<file path="src/rtl/owd_pkg.sv">
package owd_pkg;
    localparam int unsigned ADDR_W    = 32;
    localparam int unsigned WIN_LOG2  = 23;
    localparam int unsigned TAG_W     = 4;
    localparam int unsigned WIN_IDX_W = ADDR_W - TAG_W - WIN_LOG2;
    localparam int unsigned NUM_WIN   = 1 << WIN_IDX_W;
    localparam int unsigned OFF_W     = 12;
    localparam int unsigned CTRL_LO   = 7;

    localparam logic [TAG_W-1:0]  REGION_TAG = 4'hF;
    localparam logic [OFF_W-1:0]  OFF_CTRL   = 12'h038;
    localparam logic [OFF_W-1:0]  OFF_WEN    = 12'h060;
    localparam logic [ADDR_W-1:0] WEN_KEEP   = 32'h7FFF_FFFE;
    localparam logic [1:0]        FWD_ON     = 2'b01;
    localparam logic [ADDR_W-1:0] BM_SPLIT   = 32'hF080_0000;

    typedef struct packed {
        logic                 hit;
        logic                 miss;
        logic [WIN_IDX_W-1:0] win;
        logic [ADDR_W-1:0]    addr;
    } fwd_res_t;

    typedef struct packed {
        logic              to_mem;
        logic              to_bus;
        logic [ADDR_W-1:0] addr;
    } bm_res_t;

    function automatic logic fwd_enabled(input logic [ADDR_W-1:0] ctrl);
        return ctrl[CTRL_LO+1:CTRL_LO] == FWD_ON;
    endfunction
endpackage

</file>
<file path="src/rtl/owd_regs.sv">
module owd_regs
    import owd_pkg::*;
(
    input  logic              clk,
    input  logic              rst,
    input  logic              reg_wr,
    input  logic [OFF_W-1:0]  reg_addr,
    input  logic [ADDR_W-1:0] reg_wdata,
    output logic [ADDR_W-1:0] reg_rdata,
    output logic [ADDR_W-1:0] io_ctrl,
    output logic [ADDR_W-1:0] win_en
);
    always_ff @(posedge clk) begin
        if (rst) begin
            io_ctrl <= '0;
            win_en  <= '0;
        end else if (reg_wr) begin
            if (reg_addr == OFF_CTRL) io_ctrl <= reg_wdata;
            if (reg_addr == OFF_WEN)  win_en  <= reg_wdata & WEN_KEEP;
        end
    end

    always_comb begin
        unique case (reg_addr)
            OFF_CTRL: reg_rdata = io_ctrl;
            OFF_WEN:  reg_rdata = win_en;
            default:  reg_rdata = '0;
        endcase
    end
endmodule

</file>
<file path="src/rtl/owd_fwd_match.sv">
module owd_fwd_match
    import owd_pkg::*;
(
    input  logic              cpu_valid,
    input  logic [ADDR_W-1:0] cpu_addr,
    input  logic [ADDR_W-1:0] io_ctrl,
    input  logic [ADDR_W-1:0] win_en,
    output fwd_res_t          res
);
    logic                 in_region;
    logic [WIN_IDX_W-1:0] idx;
    logic [NUM_WIN-1:0]   win_hit;
    logic                 any_hit;

    assign in_region = cpu_addr[ADDR_W-1 -: TAG_W] == REGION_TAG;
    assign idx       = cpu_addr[ADDR_W-TAG_W-1 -: WIN_IDX_W];

    for (genvar i = 0; i < NUM_WIN; i++) begin : g_win
        assign win_hit[i] = in_region && (idx == WIN_IDX_W'(i)) && win_en[i];
    end

    assign any_hit = cpu_valid && fwd_enabled(io_ctrl) && (|win_hit);

    always_comb begin
        res.hit  = any_hit;
        res.miss = cpu_valid && !any_hit;
        res.win  = any_hit ? idx : '0;
        res.addr = any_hit ? cpu_addr : '0;
    end
endmodule

</file>
<file path="src/rtl/owd_bm_route.sv">
module owd_bm_route
    import owd_pkg::*;
(
    input  logic              bm_valid,
    input  logic [ADDR_W-1:0] bm_addr,
    output bm_res_t           res
);
    logic upper;
    assign upper = bm_addr >= BM_SPLIT;

    always_comb begin
        res.to_mem = bm_valid && !upper;
        res.to_bus = bm_valid && upper;
        res.addr   = bm_addr;
    end
endmodule

</file>
<file path="src/rtl/outbound_window_decoder.sv">
module outbound_window_decoder
    import owd_pkg::*;
(
    input  logic                 clk,
    input  logic                 rst,
    input  logic                 reg_wr,
    input  logic [OFF_W-1:0]     reg_addr,
    input  logic [ADDR_W-1:0]    reg_wdata,
    output logic [ADDR_W-1:0]    reg_rdata,
    input  logic                 cpu_valid,
    input  logic [ADDR_W-1:0]    cpu_addr,
    output logic                 fwd_hit,
    output logic                 fwd_miss,
    output logic [WIN_IDX_W-1:0] fwd_win,
    output logic [ADDR_W-1:0]    fwd_addr,
    input  logic                 bm_valid,
    input  logic [ADDR_W-1:0]    bm_addr,
    output logic                 bm_to_mem,
    output logic                 bm_to_bus,
    output logic [ADDR_W-1:0]    bm_addr_out
);
    logic [ADDR_W-1:0] io_ctrl;
    logic [ADDR_W-1:0] win_en;
    fwd_res_t          fres;
    bm_res_t           bres;

    owd_regs u_regs (
        .clk(clk), .rst(rst), .reg_wr(reg_wr), .reg_addr(reg_addr),
        .reg_wdata(reg_wdata), .reg_rdata(reg_rdata),
        .io_ctrl(io_ctrl), .win_en(win_en)
    );

    owd_fwd_match u_match (
        .cpu_valid(cpu_valid), .cpu_addr(cpu_addr),
        .io_ctrl(io_ctrl), .win_en(win_en), .res(fres)
    );

    owd_bm_route u_route (
        .bm_valid(bm_valid), .bm_addr(bm_addr), .res(bres)
    );

    assign fwd_hit     = fres.hit;
    assign fwd_miss    = fres.miss;
    assign fwd_win     = fres.win;
    assign fwd_addr    = fres.addr;
    assign bm_to_mem   = bres.to_mem;
    assign bm_to_bus   = bres.to_bus;
    assign bm_addr_out = bres.addr;
endmodule

</file>
<file path="config.mk">
export PLATFORM = sky130hd
export DESIGN_NAME = outbound_window_decoder
export DESIGN_NICKNAME = d
export VERILOG_FILES = /design/src/rtl/owd_pkg.sv /design/src/rtl/owd_regs.sv /design/src/rtl/owd_fwd_match.sv /design/src/rtl/owd_bm_route.sv /design/src/rtl/outbound_window_decoder.sv
export SDC_FILE = /design/constraint.sdc
export NUM_CORES = 1
export LEC_CHECK = 0
export ABC_AREA = 1
export ABC_CLOCK_PERIOD_IN_PS = 1490
export BUFFER_PORTS_ARGS = -buffer_cell sky130_fd_sc_hd__buf_4
export CAP_MARGIN = 20
export CORE_MARGIN = 3
export CORE_UTILIZATION = 40
export DETAILED_ROUTE_END_ITERATION = 10
export GPL_TIMING_DRIVEN = 0
export HOLD_SLACK_MARGIN = 0.1
export PLACE_DENSITY = 0.82
export SYNTH_ARGS = -nofsm -noshare
export SYNTH_HDL_FRONTEND = slang
export SYNTH_SLANG_ARGS = --single-unit
</file>
<file path="constraint.sdc">
create_clock -name clk -period 1.49 [get_ports clk]
set_input_delay 0.149 -clock clk [delete_from_list [all_inputs] [get_ports clk]]
set_output_delay 0.149 -clock clk [all_outputs]
set_load 0.02 [all_outputs]
</file>
==> results.ini, run 1 <==
[run_status]
status=complete, but fails checks
violations_in_the_final_reports=setup timing

[logic_synthesis]
netlist.area_leader.share_pct=33.06
post_synth_main_area_contributors=dfxtp_1 33%, a211oi_1 12%, inv_1 10%, nor2_1 8.3%, nor2_4 7.5%
yosys_warnings=0
post_synth_num_cell_types=26
syn_area_um2=3755
seq_area_frac_synth_pct=33.06
synth_fp_nets=637
synth_top_cell_by_area=dfxtp_1
synth_cells=524
synth.avg_cell_area_um2=7.166
postSynthRegisterBits=62

[setup_path]
worstSetupPathType=flop to output pin
worstPathRequired_ps=1340
crit_path_start_kind=flop
critical_path.reg2reg.startpoint=u_regs.win_en[26]$_SDFFE_PP0P_
critical_path.reg2reg.endpoint=u_regs.win_en[26]$_SDFFE_PP0P_
worst-r2r-cell-count=2
worst-endpoint-arrival_ps=1960
timing.critical_path.fanout_max=7
worst_setup_end_kind=output pin
register_to_register_setup_slack_ps=560

[timing]
unrepaired_setup_endpoints_after_global_routing=yes
clock.fmax_ghz=0.4752
timing.final.crit_period_ps=2104
final.period_utilization_pct=141.2
worst_slew_margin_rel_pct=59.21
finalHoldViolCount=0
setup_viol=71
tightest_slew_ps=611.8
worst_clock_skew_ps=0
final_critical_path_setup_slack_ps=-614.4
final.hold.worst_slack_ps=110.4
timing.final.max_slew_violations=0

[clocking]
cts_buffers=9
clock_insertion_delay_worst_skew_ps=360
clock_tree.buffer_depth=2
cts_root_buf=clkbuf_8
h-tree-depth=3
cts_tree=built
clock_sinks=62
clkTransAtPathRegs_ps=70

[placement]
gpl.final_weighted_congestion=0.8437
placement.setup.worst_slack_ps=-456.1
dp_hpwl_um=10150
numPortBuffers=193

[drt]
detail_route.iter0.violations=448
route.final.wire_length_um=18040
detail_route.first_pass.iterations=8
drc=0
postRouteAntennaNets=0
drt-vias-per-instance=5.547
avgRoutedWirePerCell_um=20.24
detailroute.via_count=4942

[floorplanning]
ioPinCount=218
initial_core_util_pct=42.03
core.rowCount=34
die-area_um2=10590
chipWidth_um=102.9
core_region_area_um2=8934
dieHeight_um=102.9

[global_routing]
grt_first_pass_wirelength_um=26220
vias_in_the_first_global_route=5137
grt_util_all_layers_pct=32.53
grt_max_degree=11
initial_antenna_violation_count=0
overflow_after_grt=0

[cells_and_area]
nFillCells=556
nets=891
areaGrowthSynthToFinish_pct=87.27
antenna_cells=0
area.sequential_um2=1244
post_route_cells_drive_above_1_share_pct=47.13
multiInputGateArea_um2=2173
final_core_utilization_pct=78.71

[pwr]
worst_ir_drop_vdd_v=0.0008675
power.density_cell_area_nw_per_um2=575.9
cellLeakagePower_nw=3.044
p_total_w=0.004049

[min_path]
worst_hold_path_type=input pin to flop
min_delay_worst_endpoint=u_regs.win_en[8]$_SDFFE_PP0P_
hold_path.startpoint=reg_wdata[8]
worst_hold_path.num_cells=3

[flow_run]
timing.max_cap.violations=0

==> cell usage after synthesis (all sizes together) <==
master / instances
a211oi: 62
a21oi: 2
buf: 41
clkbuf: 24
dfxtp: 62
inv: 112
nand2: 31
nand3: 32
nand4: 4
nor2: 114
nor3: 3
nor4: 3
o21ai: 3
o22ai: 30
or4: 1
==> power by group <==
part | total (W) | leakage (nW) | internal [W] | switching, W
sequential | 0.00166 | 0.500 | 0.00166 | 0.000000179
combinational | 0.000668 | 2.43 | 0.000351 | 0.000317
clock | 0.00173 | 0.110 | 0.000984 | 0.000741
total | 0.00405 | 3.04 | 0.00299 | 0.00106
==> through the flow <==
stage / area [µm²] / std cells / TNS (ps)
floorplan: 3787 / 524 / -201.6
global placement: 5371 / 825 / -25090
detailed placement: 5371 / 825 / -27650
CTS: 6943 / 888 / -20750
global route: 7032 / 891 / -31680
finish: 7032 / 891 / -26870
==> what timing repair did <==
action / 4_1_cts / 5_1_grt
pin swaps: 8 / 4
gates resized for setup: 177 / 24
hold endpoints to repair: 46 / 0
gates cloned: 5 / 0
setup endpoints to repair: 71 / 100
hold buffers: 30 / 0
buffers inserted: 12 / 3
==> metal layers <==
metal	vias to the layer above	routed length, µm	GRT usage [%]
li1	2168	-	-
met1	2248	5488	31.43
met2	405	9469	60.43
met3	121	1892	8.525
met4	0	1185	20.92
met5	-	0	0
==> worst max-delay path, stage by stage, from the launching register on <==
cell	delay [ps]
dfxtp_1	330
nand3_1	110
nand2_1	60
nor2_1	150
nand2_1	90
o21ai_2	170
nand2_2	110
nand2_4	130
buf_12	160
nor2_4	40
buf_4	120
buf_6	120
==> registers in the layout, indices dropped and copies added (netlist names) <==
signal          cells
u_regs.win_en      30
u_regs.io_ctrl     32
==> worst max-delay path by stage <==
stage / start / endpoint / depth (start not counted)
CTS: u_regs.win_en[16]$_SDFFE_PP0P_ / fwd_win[0] / 15
finish: u_regs.win_en[22]$_SDFFE_PP0P_ / fwd_win[0] / 11
global placement: reg_addr[11] / reg_rdata[13] / 8
global route: u_regs.win_en[15]$_SDFFE_PP0P_ / fwd_win[0] / 15
detailed placement: reg_addr[9] / reg_rdata[13] / 8
floorplan: u_regs.win_en[15]$_SDFFE_PP0P_ / fwd_win[0] / 14
==> area by class of cell <==
cell class,instances,share of cell area [%]
buffer,65,7.883
clock inverter,4,0.9964
timing repair buffer,243,32.42
inverter,112,6.121
tap,108,1.922
multi-input combinational,285,30.91
sequential,62,17.69
clock buffer,12,2.064
==> placed cells by master, fill, tap and decap left out, types with 29 or more instances in the layout <==
master         synthesis  layout
a211oi_1              62      61
buf_4                 37     167
buf_6                  1      76
dfxtp_1               62      60
dlygate4sd3_1          0      30
inv_1                101      99
nand3_1               31      29
nor2_1                83      77
nor2_4                25      33
o22ai_4                0      29
==> logic make-up after synthesis <==
kind of cell | after synthesis | synth area share (%)
simple gates | 188 | 26.32
buf+inv | 177 | 22.46
compound gates | 97 | 18.16
flops | 62 | 33.06
No activity file was read; power rests on OpenSTA's default activity.
==> run 2, diff against run 1 <==
--- a/config.mk
+++ b/config.mk
@@ -15,6 +15,7 @@
 export GPL_TIMING_DRIVEN = 0
 export HOLD_SLACK_MARGIN = 0.1
 export PLACE_DENSITY = 0.82
+export REMOVE_ABC_BUFFERS = 1
 export SYNTH_ARGS = -nofsm -noshare
 export SYNTH_HDL_FRONTEND = slang
 export SYNTH_SLANG_ARGS = --single-unit
==> run 2 against run 1 <==
Compared with the run above: the flow still finishes with violations (setup timing); utilization is 5.0 points lower; largest cell class is now multi-input combinational cells; cell area is 6.4% lower; maximum frequency is 8.6% higher; clock power hardly changed; register-to-register slack hardly changed; largest power group unchanged; count of clock-buffer cells in the layout is 2 lower; critical path depth is 2 higher; critical path type unchanged; setup slack better by 170 ps.
==> results.ini, run 2 (same netlist as run 1, synthesis figures left out) <==
[timing]
final.period_utilization_pct=130.0
clock.fmax_ghz=0.5162
worst_slew_margin_rel_pct=54.37
worst_clock_skew_ps=0
tightest_slew_ps=684.4
unrepaired_setup_endpoints_after_global_routing=yes
timing.final.crit_period_ps=1937
setup_viol=71
finalHoldViolCount=0
final_critical_path_setup_slack_ps=-447.1
timing.final.max_slew_violations=0

[setup_path]
worst-endpoint-arrival_ps=1790
worstPathRequired_ps=1340
worst_path_max_delay_cell=dfxtp_2
register_to_register_setup_slack_ps=570
worstSetupPathType=flop to output pin
cp.buffers_inverters=3
worst-r2r-cell-count=4
crit_path_max_incr_delay_ps=330
crit_cells=13
critical-path-top-cell-by-count=nand2_1
worst_setup_end_kind=output pin
critical_path.top_delay_family=simple AND/OR/NAND/NOR gates
path_cells=nand2_1 > inv_1 > nand3_1 > nand2_1 > nand2_1 > nand2_1 > inv_1 > nand2_2 > nor2_4 > nand2_8 > nand2_8 > nor2_4 > buf_6
timing.critical_path.fanout_max=8
crit_path_start_kind=flop

[drt]
postRouteAntennaNets=0
route.final.wire_length_um=14740
drc=0
detailroute.via_count=4303
detail_route.first_pass.iterations=4
avgRoutedWirePerCell_um=18.38
detail_route.iter0.violations=194
drt-vias-per-instance=5.365

[cells_and_area]
largest-register=u_regs.io_ctrl
area.sequential_um2=1246
multiInputGateArea_um2=2460
largest_registers=u_regs.io_ctrl: 32 flops, u_regs.win_en: 30 flops
areaGrowthSynthToFinish_pct=75.31
largest_register_ff_count=32
nets=802
nFillCells=590
layout_common_cells=102 x buf_4, 99 x inv_1, 75 x buf_6
antenna_cells=0
final_core_utilization_pct=73.68
most_common_library_cell_in_the_layout_ignoring_fill_and_taps=buf_4
post_route_cells_drive_above_1_share_pct=45.24

[floorplanning]
core.rowCount=34
dieHeight_um=102.9
die-area_um2=10590
chipWidth_um=102.9
core_region_area_um2=8934
ioPinCount=218
initial_core_util_pct=42.03

[pwr]
power.density_cell_area_nw_per_um2=585.0
p_total_w=0.003851
cellLeakagePower_nw=2.592
worst_ir_drop_vdd_v=0.0006958

[flow_run]
timing.max_cap.violations=0

[clocking]
clock_insertion_delay_worst_skew_ps=350
cts_tree=built
cts_root_buf=clkbuf_8
clkTransAtPathRegs_ps=70
h-tree-depth=3
clock_tree.buffer_depth=2
clock_sinks=62
cts_buffers=9

[placement]
numPortBuffers=171
dp_hpwl_um=8224
gpl.final_weighted_congestion=0.7652

[global_routing]
grt_util_all_layers_pct=26.86
overflow_after_grt=0
grt_first_pass_wirelength_um=21870
initial_antenna_violation_count=0
vias_in_the_first_global_route=4407
grt_max_degree=63

[run_status]
violations_in_the_final_reports=setup timing
status=complete, but fails checks

[min_path]
worst_hold_path.num_cells=3
worst_hold_path_type=input pin to flop

-- run 2: cell count changes in the layout (fill, tap and decap cells not counted), moves of 3 or more --
cell / before / now
nor2_4: 33 / 36
clkbuf_16: 8 / 0
nor2_1: 77 / 74
dlygate4sd3_1: 30 / 25
nor3_1: 3 / 0
buf_4: 167 / 102
buf_16: 0 / 4
clkbuf_1: 18 / 0
nand2_8: 0 / 11
-- run 2: repair_timing --
item | CTS | global route
gates cloned | 10 | 1
hold endpoints to repair | 35 | 1
buffers inserted | 8 | 2
pin swaps | 13 | 20
setup endpoints to repair | 71 | 102
hold buffers | 24 | 1
resized for setup | 166 | 42
-- run 2: power by group --
part           internal [W]  switching [W]
clock network      0.000982       0.000722
logic              0.000249       0.000242
registers           0.00166    0.000000164
-- run 2: worst paths after layout --
kind,from,end
min reg2reg,u_regs.io_ctrl[26]$_SDFFE_PP0P_,u_regs.io_ctrl[26]$_SDFFE_PP0P_
min,reg_wdata[5],u_regs.io_ctrl[5]$_SDFFE_PP0P_
max,u_regs.win_en[16]$_SDFFE_PP0P_,fwd_addr[7]
max reg2reg,u_regs.win_en[15]$_SDFFE_PP0P_,u_regs.win_en[15]$_SDFFE_PP0P_
-- run 2: layer usage --
metal  routed length (µm)  GRT usage (%)  up-vias  share of wire, %
met5                    0         0.9615        -                 0
met4                  434          12.75        0               2.9
met3                 1292          7.781       44               8.8
met2                 7488          46.13      248                51
met1                 5525          30.48     1992                37
li1                     -              -     2019                 -
-- run 2: layout make-up --
type,count,share of cell area (%)
Multi-Input combinational cell,292,37.37
Timing Repair Buffer,212,31.76
Sequential cell,62,18.93
Inverter,112,6.501
Clock buffer,10,2.091
Tap cell,108,2.053
Clock inverter,6,1.293
-- run 2: per-stage QoR --
step / instance area, µm² / setup TNS, ps / hold slack [ps] / setup WS [ps] / instances
floorplan: 3332 / -50730 / 227.5 / -621.9 / 459
global placement: 4751 / -126120 / 298.2 / -1356 / 738
detailed placement: 4828 / -57720 / 298.2 / -861.5 / 741
CTS: 6332 / -25490 / 101.4 / -525.4 / 799
global route: 6583 / -28550 / 107.1 / -555.2 / 802
finish: 6583 / -21100 / 111.5 / -447.1 / 802
-- run 2: tightest hold or removal path, stage by stage --
cell      delay [ps]
buf_4            110
nor2_1            90
a211oi_1          50
